==> src/rtl/msi_frame_pkg.sv <==
package msi_frame_pkg;

   typedef enum logic [1:0] {
      DEC_STANDARD    = 2'd0,
      DEC_OFFSET_DATA = 2'd1,
      DEC_ADDR_ONLY   = 2'd2
   } msi_dec_mode_e;

   localparam int unsigned PADDR_W   = 13;
   localparam int unsigned DATA_W    = 32;
   localparam int unsigned SPI_W     = 34;
   localparam int unsigned LOW_SPI   = 32;
   localparam int unsigned HIGH_SPI  = 1019;
   localparam int unsigned SLOT_SHIFT = 3;

   localparam logic [PADDR_W-1:0] OFS_TYPE     = 13'h0008;
   localparam logic [PADDR_W-1:0] OFS_STATUS   = 13'h0010;
   localparam logic [PADDR_W-1:0] OFS_DOORBELL = 13'h0040;
   localparam logic [PADDR_W-1:0] OFS_IDENT    = 13'h0FCC;

   function automatic logic [DATA_W-1:0] type_word(input int unsigned base, input int unsigned num);
      return {6'd0, 10'(base), 6'd0, 10'(num)};
   endfunction

endpackage

==> src/rtl/msi_reg_read.sv <==
module msi_reg_read #(
   parameter int unsigned BASE_SPI = 40,
   parameter int unsigned NUM_SPI  = 8,
   parameter logic [31:0] IMPL_ID  = 32'h4D53_0001
) (
   input  logic                              rd_stb,
   input  logic [msi_frame_pkg::PADDR_W-1:0] addr,
   input  logic                              err_q,
   output logic [msi_frame_pkg::DATA_W-1:0]  rdata
);
   import msi_frame_pkg::*;

   localparam logic [DATA_W-1:0] TYPE_VAL = type_word(BASE_SPI, NUM_SPI);

   always_comb begin
      rdata = '0;
      if (rd_stb) begin
         case (addr)
            OFS_TYPE:   rdata = TYPE_VAL;
            OFS_IDENT:  rdata = IMPL_ID;
            OFS_STATUS: rdata = {{(DATA_W-1){1'b0}}, err_q};
            default:    rdata = '0;
         endcase
      end
   end
endmodule

==> src/rtl/msi_spi_decode.sv <==
module msi_spi_decode #(
   parameter int unsigned                   BASE_SPI    = 40,
   parameter int unsigned                   NUM_SPI     = 8,
   parameter msi_frame_pkg::msi_dec_mode_e  MODE        = msi_frame_pkg::DEC_STANDARD,
   parameter bit                            OFS_IS_BASE = 1'b1,
   parameter int unsigned                   IDX_W       = 3
) (
   input  logic                              wr_stb,
   input  logic [msi_frame_pkg::PADDR_W-1:0] addr,
   input  logic [msi_frame_pkg::DATA_W-1:0]  wdata,
   output logic                              hit,
   output logic                              miss,
   output logic [IDX_W-1:0]                  idx
);
   import msi_frame_pkg::*;

   localparam logic [SPI_W-1:0] LO_LIM  = SPI_W'(BASE_SPI);
   localparam logic [SPI_W-1:0] HI_LIM  = SPI_W'(BASE_SPI + NUM_SPI);
   localparam logic [SPI_W-1:0] DATA_OFS = OFS_IS_BASE ? SPI_W'(BASE_SPI) : SPI_W'(LOW_SPI);

   logic             ring;
   logic [SPI_W-1:0] spi_num;
   logic [SPI_W-1:0] rel;

   generate
      if (MODE == DEC_ADDR_ONLY) begin : g_addr
         logic unused_wd;
         assign unused_wd = ^wdata;
         assign ring    = wr_stb;
         assign spi_num = SPI_W'(addr[PADDR_W-1:SLOT_SHIFT]) + SPI_W'(LOW_SPI);
      end else if (MODE == DEC_OFFSET_DATA) begin : g_ofs
         assign ring    = wr_stb && (addr == OFS_DOORBELL);
         assign spi_num = SPI_W'(wdata) + DATA_OFS;
      end else begin : g_std
         assign ring    = wr_stb && (addr == OFS_DOORBELL);
         assign spi_num = SPI_W'(wdata);
      end
   endgenerate

   logic in_win;
   assign in_win = (spi_num >= LO_LIM) && (spi_num < HI_LIM);
   assign rel    = spi_num - LO_LIM;

   logic [SPI_W-IDX_W-1:0] unused_rel_hi;
   assign unused_rel_hi = rel[SPI_W-1:IDX_W];

   assign hit  = ring && in_win;
   assign miss = ring && !in_win;
   assign idx  = rel[IDX_W-1:0];
endmodule

==> src/rtl/msi_pulse_gen.sv <==
module msi_pulse_gen #(
   parameter int unsigned NUM_SPI = 8,
   parameter int unsigned IDX_W   = 3
) (
   input  logic               clk,
   input  logic               rst_n,
   input  logic               fire,
   input  logic [IDX_W-1:0]   idx,
   output logic [NUM_SPI-1:0] pulse
);
   generate
      for (genvar i = 0; i < NUM_SPI; i++) begin : g_line
         always_ff @(posedge clk or negedge rst_n) begin
            if (!rst_n) pulse[i] <= 1'b0;
            else        pulse[i] <= fire && (idx == IDX_W'(i));
         end
      end
   endgenerate
endmodule

==> src/rtl/msi_doorbell_frame.sv <==
module msi_doorbell_frame #(
   parameter int unsigned                  BASE_SPI    = 40,
   parameter int unsigned                  NUM_SPI     = 8,
   parameter msi_frame_pkg::msi_dec_mode_e MODE        = msi_frame_pkg::DEC_STANDARD,
   parameter bit                           OFS_IS_BASE = 1'b1,
   parameter logic [31:0]                  IMPL_ID     = 32'h4D53_0001
) (
   input  logic               clk,
   input  logic               rst_n,
   input  logic               psel,
   input  logic               penable,
   input  logic               pwrite,
   input  logic [12:0]        paddr,
   input  logic [31:0]        pwdata,
   output logic [31:0]        prdata,
   output logic [NUM_SPI-1:0] spi_pulse,
   output logic               err_flag
);
   import msi_frame_pkg::*;

   localparam int unsigned IDX_W = (NUM_SPI > 1) ? $clog2(NUM_SPI) : 1;
   localparam int unsigned SLOTS = (1 << PADDR_W) >> SLOT_SHIFT;

   generate
      if (BASE_SPI < LOW_SPI || NUM_SPI == 0 || BASE_SPI + NUM_SPI > HIGH_SPI) begin : g_bad_window
         $error("interrupt window outside the legal range");
      end
      if (MODE == DEC_ADDR_ONLY && BASE_SPI + NUM_SPI - LOW_SPI > SLOTS) begin : g_bad_span
         $error("window does not fit the address-only frame");
      end
   endgenerate

   logic access, wr_stb, rd_stb;
   assign access = psel && penable;
   assign wr_stb = access && pwrite;
   assign rd_stb = access && !pwrite;

   logic             hit, miss;
   logic [IDX_W-1:0] idx;
   logic             err_q;

   msi_spi_decode #(
      .BASE_SPI(BASE_SPI), .NUM_SPI(NUM_SPI), .MODE(MODE),
      .OFS_IS_BASE(OFS_IS_BASE), .IDX_W(IDX_W)
   ) u_decode (
      .wr_stb(wr_stb), .addr(paddr), .wdata(pwdata),
      .hit(hit), .miss(miss), .idx(idx)
   );

   msi_pulse_gen #(.NUM_SPI(NUM_SPI), .IDX_W(IDX_W)) u_pulse (
      .clk(clk), .rst_n(rst_n), .fire(hit), .idx(idx), .pulse(spi_pulse)
   );

   msi_reg_read #(.BASE_SPI(BASE_SPI), .NUM_SPI(NUM_SPI), .IMPL_ID(IMPL_ID)) u_read (
      .rd_stb(rd_stb), .addr(paddr), .err_q(err_q), .rdata(prdata)
   );

   always_ff @(posedge clk or negedge rst_n) begin
      if (!rst_n)                                   err_q <= 1'b0;
      else if (miss)                                err_q <= 1'b1;
      else if (rd_stb && paddr == OFS_STATUS)       err_q <= 1'b0;
   end

   assign err_flag = err_q;
endmodule

==> config.mk <==
export PLATFORM = sky130hd
export DESIGN_NAME = msi_doorbell_frame
export DESIGN_NICKNAME = d
export VERILOG_FILES = /design/src/rtl/msi_frame_pkg.sv /design/src/rtl/msi_reg_read.sv /design/src/rtl/msi_spi_decode.sv /design/src/rtl/msi_pulse_gen.sv /design/src/rtl/msi_doorbell_frame.sv
export SDC_FILE = /design/constraint.sdc
export NUM_CORES = 1
export LEC_CHECK = 0
export ABC_AREA = 0
export CAP_MARGIN = 20
export CELL_PAD_IN_SITES_DETAIL_PLACEMENT = 1
export CELL_PAD_IN_SITES_GLOBAL_PLACEMENT = 1
export CORE_UTILIZATION = 17
export CTS_BUF_LIST = sky130_fd_sc_hd__clkbuf_16
export CTS_CLUSTER_DIAMETER = 80
export CTS_CLUSTER_SIZE = 25
export DETAILED_ROUTE_END_ITERATION = 7
export GPL_TIMING_DRIVEN = 0
export PLACE_DENSITY_LB_ADDON = 0.1
export SYNTH_ARGS = -nofsm -noshare
export SYNTH_HDL_FRONTEND = slang
export SYNTH_SLANG_ARGS = --single-unit
==> constraint.sdc <==
create_clock -name clk -period 2.34 [get_ports clk]
set_input_delay 0.468 -clock clk [delete_from_list [all_inputs] [get_ports clk]]
set_output_delay 0.468 -clock clk [all_outputs]
set_load 0.005 [all_outputs]
==> metrics.txt, run 1 <==
Synth Instances=84; Synth Area in Adders=0%; Final #Nets=241; routability cong.=about 0.78; Layout area overhead=137%; average size of a mapped cell=around 9.4 µm²; Clock transition at path regs=0.04 ns; largest family of logic cells by synthesized area=simple AND/OR/NAND/NOR gates; Top FF cell, synth=dfrtp_1; post-placement cell area=between 1500 and 2000 µm²; Core Rows=24; Num CTS Buffers=3; core area=approximately 4400 µm²; synthesized cell area=~790 µm²; first-pass GRT wire length=~4.6 mm; Initial Util=17.9%; most instantiated cells after synthesis=29 x buf_4, 9 x dfrtp_1, 6 x nor2_1, 6 x nor4_1, 4 x nand4_1; clock power share=49.2%; # H-tree levels=1; hold_ws=between 0.5 and 0.6 ns; Slew Viols, Final=0; initial antenna violation count=0; xor and xnor fraction of the mapped netlist area=0%; startpoint types=input port; worst hold path class=in -> async; largest net degree at the start of global routing=10; RSZ-0062 raised after global routing=no; height of the die=between 70 and 80 µm; Synth Area in Simple Gates=40.7%; Finish-stage setup viols=0; top-area cell type share of the netlist area=between 20 and 30%; clock buffer depth=2; WP data required=about 1.9 ns; die area=4920 µm²; top-level I/O count=slightly above 90; register area share after synthesis=between 20% and 30%; clk_lat worst skew=0.23 ns; met2 routed WL=between 1.5 and 2 mm; Peak VDD IR=roughly 0.24 mV; count leader, synth=buf_4; Sequential cell area=between 200 and 250 µm²; endpoint type of the worst setup path=output port; final hold vios=0; Critical Path AT=about 1.8 ns; asr flop ratio synth=100%; maxcap violations=0; EDFF count, synth=0; Crit Path Category=in -> out; total congestion overflow=0; hold_buf cts=0; M1 WL=roughly 1.1 mm; Vias/cell=approximately 4.0; multi-input logic area=around 480 µm²; Synth area leaders=dfrtp_1 29%, buf_4 28%, nor4_4 8.1%, nor4_1 4.8%, and4b_1 3.8%; P_int=around 0.48 mW; power per standard cell area=around 320 nW/µm²; gr usage total=a little under an eighth; sequential share of power=a little over a quarter; post-synthesis compound-gate area fraction=under 10%; antenna cells=0; DRC viols=0; yosys warns=0; Final min period=about 2.3 ns; Fillers=531; mean routed wirelength per cell=12.1 µm; I/O Buffers=70; antenna-violating nets left=0; DR vias=between 900 and 1k; Final Skew=0 ns; drt first pass iters=2; vias in the first global route=around 1000; share of layout cells above drive strength 1=between 30% and 40%; TritonCTS clock tree=done; routed wl met3=between 200 and 300 µm; Yosys top cell by area=dfrtp_1; Root Driver=clkbuf_16; uppermost layer routed=met4; final instance area=between 1500 and 2000 µm²; f_max=~440 MHz; Finished Layout Cells=242; CTS sink cnt=9; Initial DRC Count=13; P_sw=0.122 mW; Static Leak=0.951 nW; Die Width=around 70 µm; period utilization=about 97%; Netlist cell types=24; Comb pwr share=about 25%; CP max FO=4; Final HPWL DP=approximately 2.4 mm; mux share of post-synthesis cell area=0%; Switching Share=between 20% and 30%; synthesis-stage register bit count=9; drt total wl=a little under 3 mm; placed cells=approximately 230; outcome=completed
per-stage QoR:
stage / setup slack (ns) / setup TNS, ns / total power [mW] / utilization, %
after CTS: 0.00469 / 0 / 0.605 / 42.5
after global placement: -0.944 / -9.97 / 0.299 / 36.8
after global routing: 0.00899 / 0 / 0.623 / 42.3
after detailed placement: -1.03 / -10.74 / 0.302 / 36.8
after floorplan: 0.187 / 0 / 0.203 / -
final: 0.0795 / 0 / 0.600 / 42.3
flip-flops by register name (all words and copies together), names as in the netlist:
register       cells
err_flag           1
u_pulse.pulse      8
path summary, 6_finish.rpt:
| kind | from | endpoint | slack, ns | cells after the start |
|---|---|---|---|---|
| worst max-delay path | paddr[1] | prdata[20] | 0.08 | 8 |
| worst min-delay path | rst_n | u_pulse.pulse[2] | 0.53 | 1 |
| worst max register to register | err_flag | err_flag | 1.65 | 2 |
| worst min register to register | err_flag | err_flag | 0.56 | 2 |
| max in group asynchronous | rst_n | u_pulse.pulse[6] | 1.53 | 1 |
| min in group clk | err_flag | err_flag | 0.56 | 2 |
placed cells by master (no fill, tap or decap), types with 2 or more instances in the layout:
cell type	instances
nand2_1	2
clkbuf_2	3
dfrtp_1	9
dlygate4sd2_1	14
and4bb_1	2
buf_4	38
nor3_4	2
conb_1	20
nor2_1	6
buf_2	2
clkbuf_16	3
nand4_1	4
clkdlybuf4s15_1	4
nor4_4	3
clkdlybuf4s15_2	2
nor4_1	5
clkdlybuf4s50_1	42
and4b_1	3
buf_6	5
per-layer routing:
| metal | vias to the layer above | track usage (%) |
|---|---|---|
| met2 | 64 | 21.4 |
| li1 | 469 | - |
| met5 | - | 0 |
| met3 | 8 | 2.74 |
| met1 | 437 | 12.2 |
| met4 | 0 | 6.44 |
cells by family (layout without fill, tap and decap cells):
logic type,count (synthesis),after routing
simple gates,42,42
buf+inv,29,116
flops,9,9
compound gates,3,3
other cells,1,20
what timing repair did:
| action | in CTS | in global routing |
|---|---|---|
| endpoints found under the setup margin | 12 | 5 |
| gates resized for setup | 64 | 8 |
| cloned | 1 | 0 |
| setup buffers | 11 | 2 |
| pin swaps | 12 | 3 |
layout make-up:
cell class | instances | share of cell area (%)
plain buffers | 29 | 11.9
clock buffers | 3 | 4.02
clock inverters | 1 | 0.201
multi-input cells | 65 | 25.7
flip-flops and latches | 9 | 12.1
well taps | 52 | 3.48
repair buffers | 83 | 42.7
worst max-delay path, stage by stage:
cell,delay (ns)
dlygate4sd2_1,0.22
and3b_2,0.28
nand2_4,0.07
nor3_4,0.24
buf_6,0.15
buf_16,0.09
buf_4,0.09
clkdlybuf4s15_1,0.19
power by group through the flow:
stage / combinational, mW / clock (mW) / sequential, mW
final: 0.148 / 0.295 / 0.156
after detailed placement: 0.144 / 0 / 0.159
after global routing: 0.160 / 0.307 / 0.156
after global placement: 0.141 / 0 / 0.159
after CTS: 0.146 / 0.303 / 0.156
after floorplan: 0.0449 / 0 / 0.159
Note: power is estimated with default switching activity, not from simulation.
==> run 2, diff against run 1 <==
- CORE_UTILIZATION: 17 -> 19
- clock period: 2.34 -> 2.7 ns (I/O delays scaled with it)
==> run 2 against run 1 <==
Compared with the run above:
- utilization rose by 3.8 points
- highest routed layer unchanged
- register-to-register slack improved by 0.30 ns
- via count rose by 0.20%
- largest cell class unchanged
- routed wire length rose by 7.0%
- critical endpoint is now prdata[0]
- flip-flop and latch count did not move
- sequential power fell by 13%
==> metrics.txt, run 2 (synthesized netlist as in run 1, its figures left out) <==
power per standard cell area=282 nW/µm² (-12%); height of the die=66.5 µm (-5.3%); routability cong.=0.614 (-21%); drt total wl=3.14 mm (+7.0%); Clock transition at path regs=0.04 ns (about the same); f_max=about 380 MHz; startpoint types=input port; DR vias=980 (+0.20%); CP max FO=3 (-1); maxcap violations=0 (unchanged); largest reg by FF count=u_pulse.pulse; endpoint type of the worst setup path=output port; Finished Layout Cells=242 (unchanged); Util after Layout=46.1% (+3.8 points); routing usage on met3=3.08% (+0.34 points); Worst R2R Setup Slack=1.95 ns (+0.30 ns); Static Leak=0.997 nW (+4.9%); GR peak layer=met2; antenna-violating nets left=0 (unchanged); total power draw=0.520 mW (-13%); Slew Viols, Final=0 (unchanged); Finish-stage setup viols=0 (unchanged); WP data required=2.16 ns (+0.29 ns); initial antenna violation count=0 (unchanged); Root Driver=clkbuf_16; core area=4000 µm² (-9.4%); first-pass GRT wire length=4.54 mm (-0.59%); die area=4420 µm² (-10%); Final min period=roughly 2.6 ns; clock buffer depth=2 (unchanged); Initial DRC Count=3 (-10); # H-tree levels=1 (unchanged); hold_buf cts=0 (unchanged); Setup Slack @ Placement=-0.813 ns (+0.221 ns); max reg flops=8 (unchanged); antenna cells=0 (unchanged); r2r worst-path depth=2 (unchanged); share of layout cells above drive strength 1=31.8% (-4.5 points); Final #Nets=243 (+0.83%); Vias/cell=4.05 (+0.20%); drt first pass iters=4 (+2); TritonCTS clock tree=done; total congestion overflow=0 (unchanged); outcome=completed; gr usage total=13.9% (+2.2 points); commonest non-fill, non-tap cell in the layout=clkdlybuf4s50_1; worst hold path class=in -> async; final hold vios=0 (unchanged); top-level I/O count=91 (unchanged); placed cells=223 (-0.89%); M2 GR Usage=29.1% (+7.7 points); mean routed wirelength per cell=13.0 µm (+7.0%); Reg2Reg Capture Point=err_flag; Peak VDD IR=0.164 mV (-30%); vias in the first global route=1027 (+4.3%); commonest cells after routing, fill and taps aside=45 x clkdlybuf4s50_1, 43 x buf_4, 20 x conb_1; Initial Util=19.7% (+1.9 points); largest net degree at the start of global routing=10 (unchanged); Layout area overhead=134%; RSZ-0062 raised after global routing=no; Crit Path Category=in -> out; Die Width=66.5 µm (-5.3%); clk_lat worst skew=0.23 ns (about the same); Final Skew=0 ns (unchanged); met1 usage=12.0% (-0.15 points); CTS sink cnt=9 (unchanged); Critical Path AT=2.09 ns (+0.30 ns); Final WS setup=0.0676 ns (-0.0119 ns); period utilization=97.5%; r2r startpoint=err_flag; I/O Buffers=70 (unchanged); Num CTS Buffers=3 (unchanged); Core Rows=23 (-4.2%); Final HPWL DP=2.42 mm (+2.6%); Fillers=477 (-10%); DRC viols=0 (unchanged)
## run 2: changes by cell type in the layout (fill, tap and decap cells not counted), moves of 3 or more
| cell | change |
|---|---|
| buf_4 | +5 |
| dlygate4sd2_1 | +4 |
| buf_6 | -3 |
| clkdlybuf4s15_1 | -4 |
| dlymetal6s2s_1 | +5 |
| clkdlybuf4s50_1 | +3 |
## run 2: cell type report
class	count	area, µm²	area share (%)
repair buffers	85	803	43.6
multi-input cells	65	457	24.8
flip-flops and latches	9	225	12.2
plain buffers	29	218	11.8
clock buffers	3	75.1	4.07
well taps	50	62.6	3.39
clock inverters	1	3.75	0.204
## run 2: what timing repair did
action                     in CTS  in global routing
gates cloned                    1                  0
pin swaps                       7                  4
buffers inserted               12                  2
setup endpoints to repair      12                  5
hold endpoints to repair        0                  0
gates resized for setup        29                  9
## run 2: through the flow
step	hold slack, ns	TNS [ns]	instance area, µm²
floorplan	0.244	0	861
global route	0.636	0	1840
CTS	0.570	0	1810
finish	0.608	0	1840
global placement	0.555	-7.60	1620
detailed placement	0.559	-8.06	1620
## run 2: metal layers
| layer | share of wire [%] | vias to the layer above | wire length (µm) |
|---|---|---|---|
| met5 | 0 | - | 0 |
| met4 | 1.6 | 0 | 51 |
| met3 | 10 | 4 | 313 |
| met2 | 55 | 57 | 1730 |
| met1 | 33 | 444 | 1040 |
| li1 | - | 475 | - |
## run 2: worst max path at each step
stage | start | endpoint | cells after the start
finish | paddr[1] | prdata[0] | 7
global route | paddr[1] | prdata[21] | 8
CTS | paddr[6] | prdata[16] | 6
detailed placement | paddr[6] | prdata[22] | 6
global placement | paddr[6] | prdata[0] | 6
floorplan | paddr[5] | prdata[17] | 4
## run 2: where the power goes
| group | internal [mW] | total [mW] | switching (mW) |
|---|---|---|---|
| Clock | 0.193 | 0.255 | 0.0618 |
| Combinational | 0.0865 | 0.129 | 0.0426 |
| Sequential | 0.136 | 0.136 | 0.0000187 |
## run 2: critical path, cell delays in order
cell	delay (ns)
clkdlybuf4s50_1	0.45
and3b_2	0.23
buf_4	0.15
nand2_1	0.14
nor2_1	0.07
a31o_2	0.23
dlygate4sd2_1	0.26
